**src/rtl/rob_age_pkg.sv**
```systemverilog
package rob_age_pkg;

   typedef enum logic {
      SEL_CHAIN = 1'b0,
      SEL_TREE  = 1'b1
   } sel_arch_e;

   // True when candidate a strictly beats b: smaller for the oldest-head
   // search, larger for the youngest-tail search.
   function automatic logic seq_beats(input logic [63:0] a,
                                      input logic [63:0] b,
                                      input logic        want_max);
      if (want_max) return a > b;
      else          return a < b;
   endfunction

endpackage

```
**src/rtl/rob_age_qualify.sv**
```systemverilog
module rob_age_qualify #(
   parameter int NUM_THREADS = 4
) (
   input  logic [NUM_THREADS-1:0] active,
   input  logic [NUM_THREADS-1:0] nonempty,
   input  logic [NUM_THREADS-1:0] head_ready,
   output logic [NUM_THREADS-1:0] qual,
   output logic                   any_qual,
   output logic                   any_ready
);

   assign qual      = active & nonempty;
   assign any_qual  = |qual;
   assign any_ready = |(qual & head_ready);

endmodule

```
**src/rtl/rob_age_pick.sv**
```systemverilog
module rob_age_pick
   import rob_age_pkg::*;
#(
   parameter int        NUM_THREADS = 4,
   parameter int        SEQ_W       = 16,
   parameter bit        WANT_MAX    = 1'b0,
   parameter sel_arch_e ARCH        = SEL_TREE,
   localparam int       TID_W       = (NUM_THREADS > 1) ? $clog2(NUM_THREADS) : 1
) (
   input  logic [NUM_THREADS-1:0]       qual,
   input  logic [NUM_THREADS*SEQ_W-1:0] seq_flat,
   output logic                         pick_vld,
   output logic [TID_W-1:0]             pick_idx
);

   if (SEQ_W > 64) begin : g_bad_width
      $error("rob_age_pick: SEQ_W above 64 not supported");
   end

   if (ARCH == SEL_CHAIN) begin : g_chain
      // Linear scan: the first qualifying thread is taken as is, later ones
      // replace it only when strictly better (keeps lower index on ties).
      logic [NUM_THREADS:0] c_vld;
      logic [TID_W-1:0]     c_idx [NUM_THREADS+1];
      logic [SEQ_W-1:0]     c_seq [NUM_THREADS+1];

      assign c_vld[0] = 1'b0;
      assign c_idx[0] = '0;
      assign c_seq[0] = '0;

      for (genvar i = 0; i < NUM_THREADS; i++) begin : g_stage
         logic [SEQ_W-1:0] s_i;
         logic             take;
         assign s_i  = seq_flat[i*SEQ_W +: SEQ_W];
         assign take = qual[i] &&
                       (!c_vld[i] ||
                        seq_beats(64'(s_i), 64'(c_seq[i]), WANT_MAX));
         assign c_vld[i+1] = c_vld[i] | qual[i];
         assign c_idx[i+1] = take ? TID_W'(i) : c_idx[i];
         assign c_seq[i+1] = take ? s_i       : c_seq[i];
      end

      assign pick_vld = c_vld[NUM_THREADS];
      assign pick_idx = c_vld[NUM_THREADS] ? c_idx[NUM_THREADS] : '0;

   end else begin : g_tree
      // Balanced tree in heap order; leaves padded to a power of two with
      // invalid entries. Left subtree holds lower indices, so the right
      // child wins only when strictly better.
      localparam int LVLS   = (NUM_THREADS > 1) ? $clog2(NUM_THREADS) : 1;
      localparam int LEAVES = 1 << LVLS;
      localparam int NODES  = 2 * LEAVES - 1;

      logic [NODES-1:0] n_vld;
      logic [TID_W-1:0] n_idx [NODES];
      logic [SEQ_W-1:0] n_seq [NODES];

      for (genvar l = 0; l < LEAVES; l++) begin : g_leaf
         if (l < NUM_THREADS) begin : g_real
            assign n_vld[LEAVES-1+l] = qual[l];
            assign n_idx[LEAVES-1+l] = TID_W'(l);
            assign n_seq[LEAVES-1+l] = seq_flat[l*SEQ_W +: SEQ_W];
         end else begin : g_pad
            assign n_vld[LEAVES-1+l] = 1'b0;
            assign n_idx[LEAVES-1+l] = '0;
            assign n_seq[LEAVES-1+l] = '0;
         end
      end

      for (genvar n = 0; n < LEAVES - 1; n++) begin : g_node
         logic go_right;
         assign go_right = n_vld[2*n+2] &&
                           (!n_vld[2*n+1] ||
                            seq_beats(64'(n_seq[2*n+2]), 64'(n_seq[2*n+1]),
                                      WANT_MAX));
         assign n_vld[n] = n_vld[2*n+1] | n_vld[2*n+2];
         assign n_idx[n] = go_right ? n_idx[2*n+2] : n_idx[2*n+1];
         assign n_seq[n] = go_right ? n_seq[2*n+2] : n_seq[2*n+1];
      end

      assign pick_vld = n_vld[0];
      assign pick_idx = n_vld[0] ? n_idx[0] : '0;
   end

endmodule

```
**src/rtl/rob_age_select.sv**
```systemverilog
module rob_age_select
   import rob_age_pkg::*;
#(
   parameter int        NUM_THREADS = 4,
   parameter int        SEQ_W       = 16,
   parameter sel_arch_e ARCH        = SEL_TREE,
   localparam int       TID_W       = (NUM_THREADS > 1) ? $clog2(NUM_THREADS) : 1
) (
   input  logic                         clk,
   input  logic                         rst_n,
   input  logic [NUM_THREADS-1:0]       thr_active,
   input  logic [NUM_THREADS-1:0]       thr_nonempty,
   input  logic [NUM_THREADS-1:0]       thr_head_ready,
   input  logic [NUM_THREADS*SEQ_W-1:0] thr_head_seq,
   input  logic [NUM_THREADS*SEQ_W-1:0] thr_tail_seq,
   output logic [TID_W-1:0]             oldest_tid,
   output logic                         oldest_vld,
   output logic [TID_W-1:0]             youngest_tid,
   output logic                         youngest_vld,
   output logic                         commit_ok
);

   if (NUM_THREADS < 2) begin : g_bad_threads
      $error("rob_age_select: NUM_THREADS must be at least 2");
   end
   if (SEQ_W < 1) begin : g_bad_seq
      $error("rob_age_select: SEQ_W must be positive");
   end

   logic [NUM_THREADS-1:0] qual;
   logic                   any_qual;
   logic                   any_ready;
   logic                   old_vld_d, yng_vld_d;
   logic [TID_W-1:0]       old_idx_d, yng_idx_d;

   rob_age_qualify #(.NUM_THREADS(NUM_THREADS)) u_qualify (
      .active     (thr_active),
      .nonempty   (thr_nonempty),
      .head_ready (thr_head_ready),
      .qual       (qual),
      .any_qual   (any_qual),
      .any_ready  (any_ready)
   );

   rob_age_pick #(
      .NUM_THREADS (NUM_THREADS),
      .SEQ_W       (SEQ_W),
      .WANT_MAX    (1'b0),
      .ARCH        (ARCH)
   ) u_pick_head (
      .qual     (qual),
      .seq_flat (thr_head_seq),
      .pick_vld (old_vld_d),
      .pick_idx (old_idx_d)
   );

   rob_age_pick #(
      .NUM_THREADS (NUM_THREADS),
      .SEQ_W       (SEQ_W),
      .WANT_MAX    (1'b1),
      .ARCH        (ARCH)
   ) u_pick_tail (
      .qual     (qual),
      .seq_flat (thr_tail_seq),
      .pick_vld (yng_vld_d),
      .pick_idx (yng_idx_d)
   );

   always_ff @(posedge clk or negedge rst_n) begin
      if (!rst_n) begin
         oldest_tid   <= '0;
         oldest_vld   <= 1'b0;
         youngest_tid <= '0;
         youngest_vld <= 1'b0;
         commit_ok    <= 1'b0;
      end else begin
         oldest_tid   <= old_idx_d;
         oldest_vld   <= old_vld_d & any_qual;
         youngest_tid <= yng_idx_d;
         youngest_vld <= yng_vld_d & any_qual;
         commit_ok    <= any_ready;
      end
   end

endmodule

```
**config.mk**
```make
export PLATFORM = sky130hd
export DESIGN_NAME = rob_age_select
export DESIGN_NICKNAME = d
export VERILOG_FILES = /design/src/rtl/rob_age_pkg.sv /design/src/rtl/rob_age_qualify.sv /design/src/rtl/rob_age_pick.sv /design/src/rtl/rob_age_select.sv
export SDC_FILE = /design/constraint.sdc
export NUM_CORES = 1
export LEC_CHECK = 0
export ABC_AREA = 1
export CAP_MARGIN = 20
export CORE_MARGIN = 2
export CORE_UTILIZATION = 45
export CTS_CLUSTER_SIZE = 16
export DETAILED_ROUTE_END_ITERATION = 6
export PLACE_DENSITY = 0.87
export SKIP_CTS_REPAIR_TIMING = 1
export SLEW_MARGIN = 10
export SYNTH_ARGS = -nofsm -noshare
export SYNTH_HDL_FRONTEND = slang
export SYNTH_SLANG_ARGS = --single-unit
```
**constraint.sdc**
```tcl
create_clock -name clk -period 1.1 [get_ports clk]
set_clock_uncertainty 0.15 [all_clocks]
set_input_delay 0.165 -clock clk [delete_from_list [all_inputs] [get_ports clk]]
set_output_delay 0.165 -clock clk [all_outputs]
set_load 0.02 [all_outputs]
```
==> results by group, run 1 <==
Timing
  • Kind of the worst endpoint: sequential cell input
  • Post-GRT worst EP: youngest_tid[0]$_DFF_PN0_/D

Global routing
  • Largest net degree at the start of global routing: 21

Outcome
  • Failed at: global routing
  • Outcome: stopped before the end
  • First Err: [ERROR DPL-0038] Utilization greater than 100%, impossible to legalize

Clocking
  • CTS root buf: clkbuf_8
  • H-tree levels: 1
  • CTS buffer count: 3
  • Clock Tree Buf Depth: 2
  • CTS sink count: 6

Synthesis
  • Area contributors post-synth: ha_1 (37%), nand2_1 (16%), inv_1 (10%), o21ai_0 (8.2%), a21oi_1 (8.0%)
  • Synth area leader: ha_1
  • Post-Syn Area: 3190 sq um
  • YS warnings: 0
  • Register area share after synthesis: 0.0471
  • Unique masters post-synth: 24
  • Seq cells post-synth: 6
  • Synth Area per Inst: 6.03 sq um
  • Top cell type's share of synthesized area: 0.365
  • Syn_nets: 763
  • Gate Count Post-Synth: 528

Placed design
  • Placed cell area: 5500 sq um
  • Routability cong.: 0.972
  • PortBufs: 148
  • DPL Wire Length: 10400 um

Die
  • Die Wd: 88.1 um
  • Initial Util: 0.466
  • Die Y: 88.1 um
  • Row Count: 30
  • I/O pin count: 149
## kinds of logic after synthesis
kind of cell | synth area share
and+or+nand+nor | 0.263
DFF | 0.0471
AOI/OAI and AO/OA | 0.202
adders and majority gates | 0.365
buffers and inverters | 0.123
## Yosys cell counts
master / number
a32o_1: 1
o21ai_0: 52
a21oi_1: 51
nand3_1: 14
a31oi_1: 2
o221ai_1: 3
nand2_2: 4
o2111ai_1: 2
ha_1: 93
nor3_1: 9
o21a_1: 3
o221a_2: 1
clkbuf_1: 11
nand2_1: 137
o21ai_1: 1
a211oi_1: 3
buf_4: 1
clkinv_1: 1
inv_1: 87
buf_1: 1
inv_2: 2
dfrtp_1: 6
nor2_1: 34
nand4_1: 9
## metrics by stage
stage | utilization | setup WS (ns) | hold slack [ns] | setup TNS [ns] | std cells
after CTS | 0.811 | -2.89 | 0.0402 | -12.88 | 839
after global placement | 0.805 | -2.93 | 0.264 | -11.63 | 836
after detailed placement | 0.805 | -3.09 | 0.276 | -12.36 | 836
after floorplan | - | -1.83 | -0.281 | -6.51 | 528
==> run 2, diff against run 1 <==
--- a/config.mk
+++ b/config.mk
@@ -8,10 +8,9 @@
 export ABC_AREA = 1
 export CAP_MARGIN = 20
 export CORE_MARGIN = 2
-export CORE_UTILIZATION = 45
-export CTS_CLUSTER_SIZE = 16
+export CORE_UTILIZATION = 30
 export DETAILED_ROUTE_END_ITERATION = 6
-export PLACE_DENSITY = 0.87
+export PLACE_DENSITY_LB_ADDON = 0.15
 export SKIP_CTS_REPAIR_TIMING = 1
 export SLEW_MARGIN = 10
 export SYNTH_ARGS = -nofsm -noshare
==> run 2 against run 1 <==
- the flow now finishes, with violations (negative setup slack)
- area after synthesis is the same
- synthesized cell count is the same
==> results by group, run 2 <==
Clocking
  • CTS root buf: clkbuf_8
  • Clk pin slew, worst setup/hold paths: 0.04 ns
  • CTS sink count: 6 (unchanged)
  • Clock Tree Buf Depth: 2 (unchanged)
  • CTS tree: done
  • H-tree levels: 1 (unchanged)
  • CTS buffer count: 3 (unchanged)

Power
  • Psw: 0.00155 W
  • LEAKAGE: 3.94 nW
  • Switch share: 0.430
  • Int Pwr: 0.00206 W
  • Pwr Density: 510 nW/um^2
  • VDD IR max: 0.384 mV
  • Sequential Power Share: 0.070
  • Logic gate share of total power: 0.837
  • Power Total: 0.00361 W
  • Clock Power Share: 0.093

Global routing
  • Grt total ovfl: 0
  • First-pass GRT wire length: 17400 um
  • Vias in the first global route: 4060
  • Tot GR Track Use: 0.183
  • Initial antenna violation count: 0
  • Largest net degree at the start of global routing: 22

Synthesis
  • Post-synth EDFFs: 0 (unchanged)
  • Unique masters post-synth: 24 (unchanged)
  • YS warnings: 0 (unchanged)
  • Synth Area per Inst: 6.03 sq um (unchanged)
  • Gate Count Post-Synth: 528 (unchanged)
  • Top-count cell post-synth: nand2_1
  • Syn_nets: 763 (unchanged)
  • Asr flop ratio synth: 1.00 (unchanged)
  • Top cell type's share of synthesized area: 0.365 (unchanged)
  • Synth area leader: ha_1
  • Predominant post-synthesis flop cell: dfrtp_1
  • Synth cell count leaders: nand2_1 (137), ha_1 (93), inv_1 (87)
  • Area contributors post-synth: ha_1 (37%), nand2_1 (16%), inv_1 (10%), o21ai_0 (8.2%), a21oi_1 (8.0%)
  • Register area share after synthesis: 0.0471 (unchanged)
  • Seq cells post-synth: 6 (unchanged)
  • Post-Syn Area: 3190 sq um (unchanged)

Setup path
  • CP Launch Type: primary input
  • CP max stage cell: ha_1
  • CP max stage delay: 0.30 ns
  • Worst Path Buf+Inv: 5
  • CP required: 1.06 ns
  • Worst path arrival time: 3.18 ns
  • Most Frequent Cell on Critical Path: nand2_2
  • Crit path kind: in2reg
  • Worst Setup End Kind: flop
  • Top Family by Delay on Critical Path: simple AND/OR/NAND/NOR gates
  • Crit path max fanout: 7

Route
  • Wire length per cell: 14.3 um
  • Via density: 4.83
  • Vias: 4433
  • DRT Pass-1 Iters: 4
  • Post-Route WL: 13100 um
  • Initial drt markers: 144
  • Post-DRT Antenna Nets: 0
  • DRC viols: 0

Die
  • Die Wd: 107 um (+21%)
  • I/O pin count: 149 (unchanged)
  • Core box area: 10300 sq um
  • Initial Util: 0.309 (-0.158)
  • Die area: 11500 sq um
  • Die Y: 107 um (+21%)
  • Row Count: 37 (+23%)

Placed design
  • DPL Wire Length: 9540 um (-7.9%)
  • Routability cong.: 0.891 (-8.3%)
  • Placed cell area: 5640 sq um (+2.5%)
  • Place WS: -2.89 ns (+0.200 ns)
  • Placed insts: 888 (+6.2%)
  • PortBufs: 148 (unchanged)

Job
  • Maxcap violations: 0

Worst hold path
  • Worst min path class: in2async

Timing
  • Final Max Slew Viols: 0
  • Final Hold Fails: 0
  • RSZ-0062 raised after global routing: true
  • Fin crit share: 2.93
  • Worst slew pin tran: 0.286 ns
  • Post-route setup slack: -2.12 ns
  • Max Fclk: 311 MHz
  • Worst relative slew slack: 0.809
  • Fin crit period: 3.22 ns
  • Setup Viol. Count Final: 4

Final layout
  • Layout area overhead: 122%
  • Most frequent cells in the layout: buf_4 (97), nand2_1 (90), dlymetal6s2s_1 (84)
  • Regs by FF count: oldest_tid: 2 flops, youngest_tid: 2 flops
  • NumNets Final: 1018
  • Non-Filler Instances: 917
  • Design area: 7080 sq um
  • ANT cells: 0
  • Most common cell after layout, fill and taps aside: buf_4
  • Post-Route Utilization: 0.686
  • Share of layout cells above drive strength 1: 0.536

Outcome
  • Outcome: finished with violations
  • Failing checks: negative setup slack
==> run 2: cell counts after synthesis <==
No cell type changed its count.
==> run 2: worst max-delay path by stage <==
stage	startpoint	to	cells after the start
2_1_floorplan	thr_tail_seq[33]	youngest_tid[0]$_DFF_PN0_	27
3_3_place_gp	thr_tail_seq[33]	youngest_tid[0]$_DFF_PN0_	25
3_5_place_dp	thr_tail_seq[33]	youngest_tid[0]$_DFF_PN0_	27
4_1_cts	thr_tail_seq[33]	youngest_tid[0]$_DFF_PN0_	27
5_1_grt	thr_tail_seq[33]	youngest_tid[0]$_DFF_PN0_	27
6_report	thr_tail_seq[33]	youngest_tid[0]$_DFF_PN0_	27
==> run 2: layout make-up <==
| class | count | area [sq um] |
|---|---|---|
| multi-input combinational | 421 | 3840 |
| fill | 841 | 3240 |
| timing repair buffer | 260 | 2500 |
| inverter | 90 | 373 |
| tap | 136 | 170 |
| sequential | 6 | 150 |
| clock buffer | 3 | 41.3 |
| timing repair inverter | 1 | 8.76 |
==> run 2: cells by family after synthesis <==
logic type | count (synthesis) | share of synthesized area
and+or+nand+nor | 207 | 0.263
buffers and inverters | 103 | 0.123
AOI/OAI and AO/OA | 119 | 0.202
DFF | 6 | 0.0471
adders and majority gates | 93 | 0.365
==> run 2: layer usage <==
metal / routed length [um] / global-route usage
met3: 476 / 0.0158
met5: 0 / 0
met4: 216 / 0.0288
met1: 5710 / 0.235
met2: 6740 / 0.338
==> run 2: per-stage QoR <==
| stage | hold WS, ns | TNS, ns |
|---|---|---|
| detailed placement | 0.273 | -11.85 |
| global placement | 0.274 | -11.41 |
| global route | 0.0565 | -8.10 |
| finish | 0.0355 | -7.35 |
| CTS | 0.0384 | -12.28 |
| floorplan | -0.281 | -6.51 |
==> run 2: power groups by stage <==
stage          logic (W)  registers, W  clock network, W
2_1_floorplan    0.00110      0.000287                 0
3_3_place_gp     0.00221      0.000256                 0
3_5_place_dp     0.00228      0.000257                 0
4_1_cts          0.00229      0.000254          0.000338
5_1_grt          0.00331      0.000256          0.000356
6_report         0.00302      0.000254          0.000336
Power figures use the tool's default switching activity.
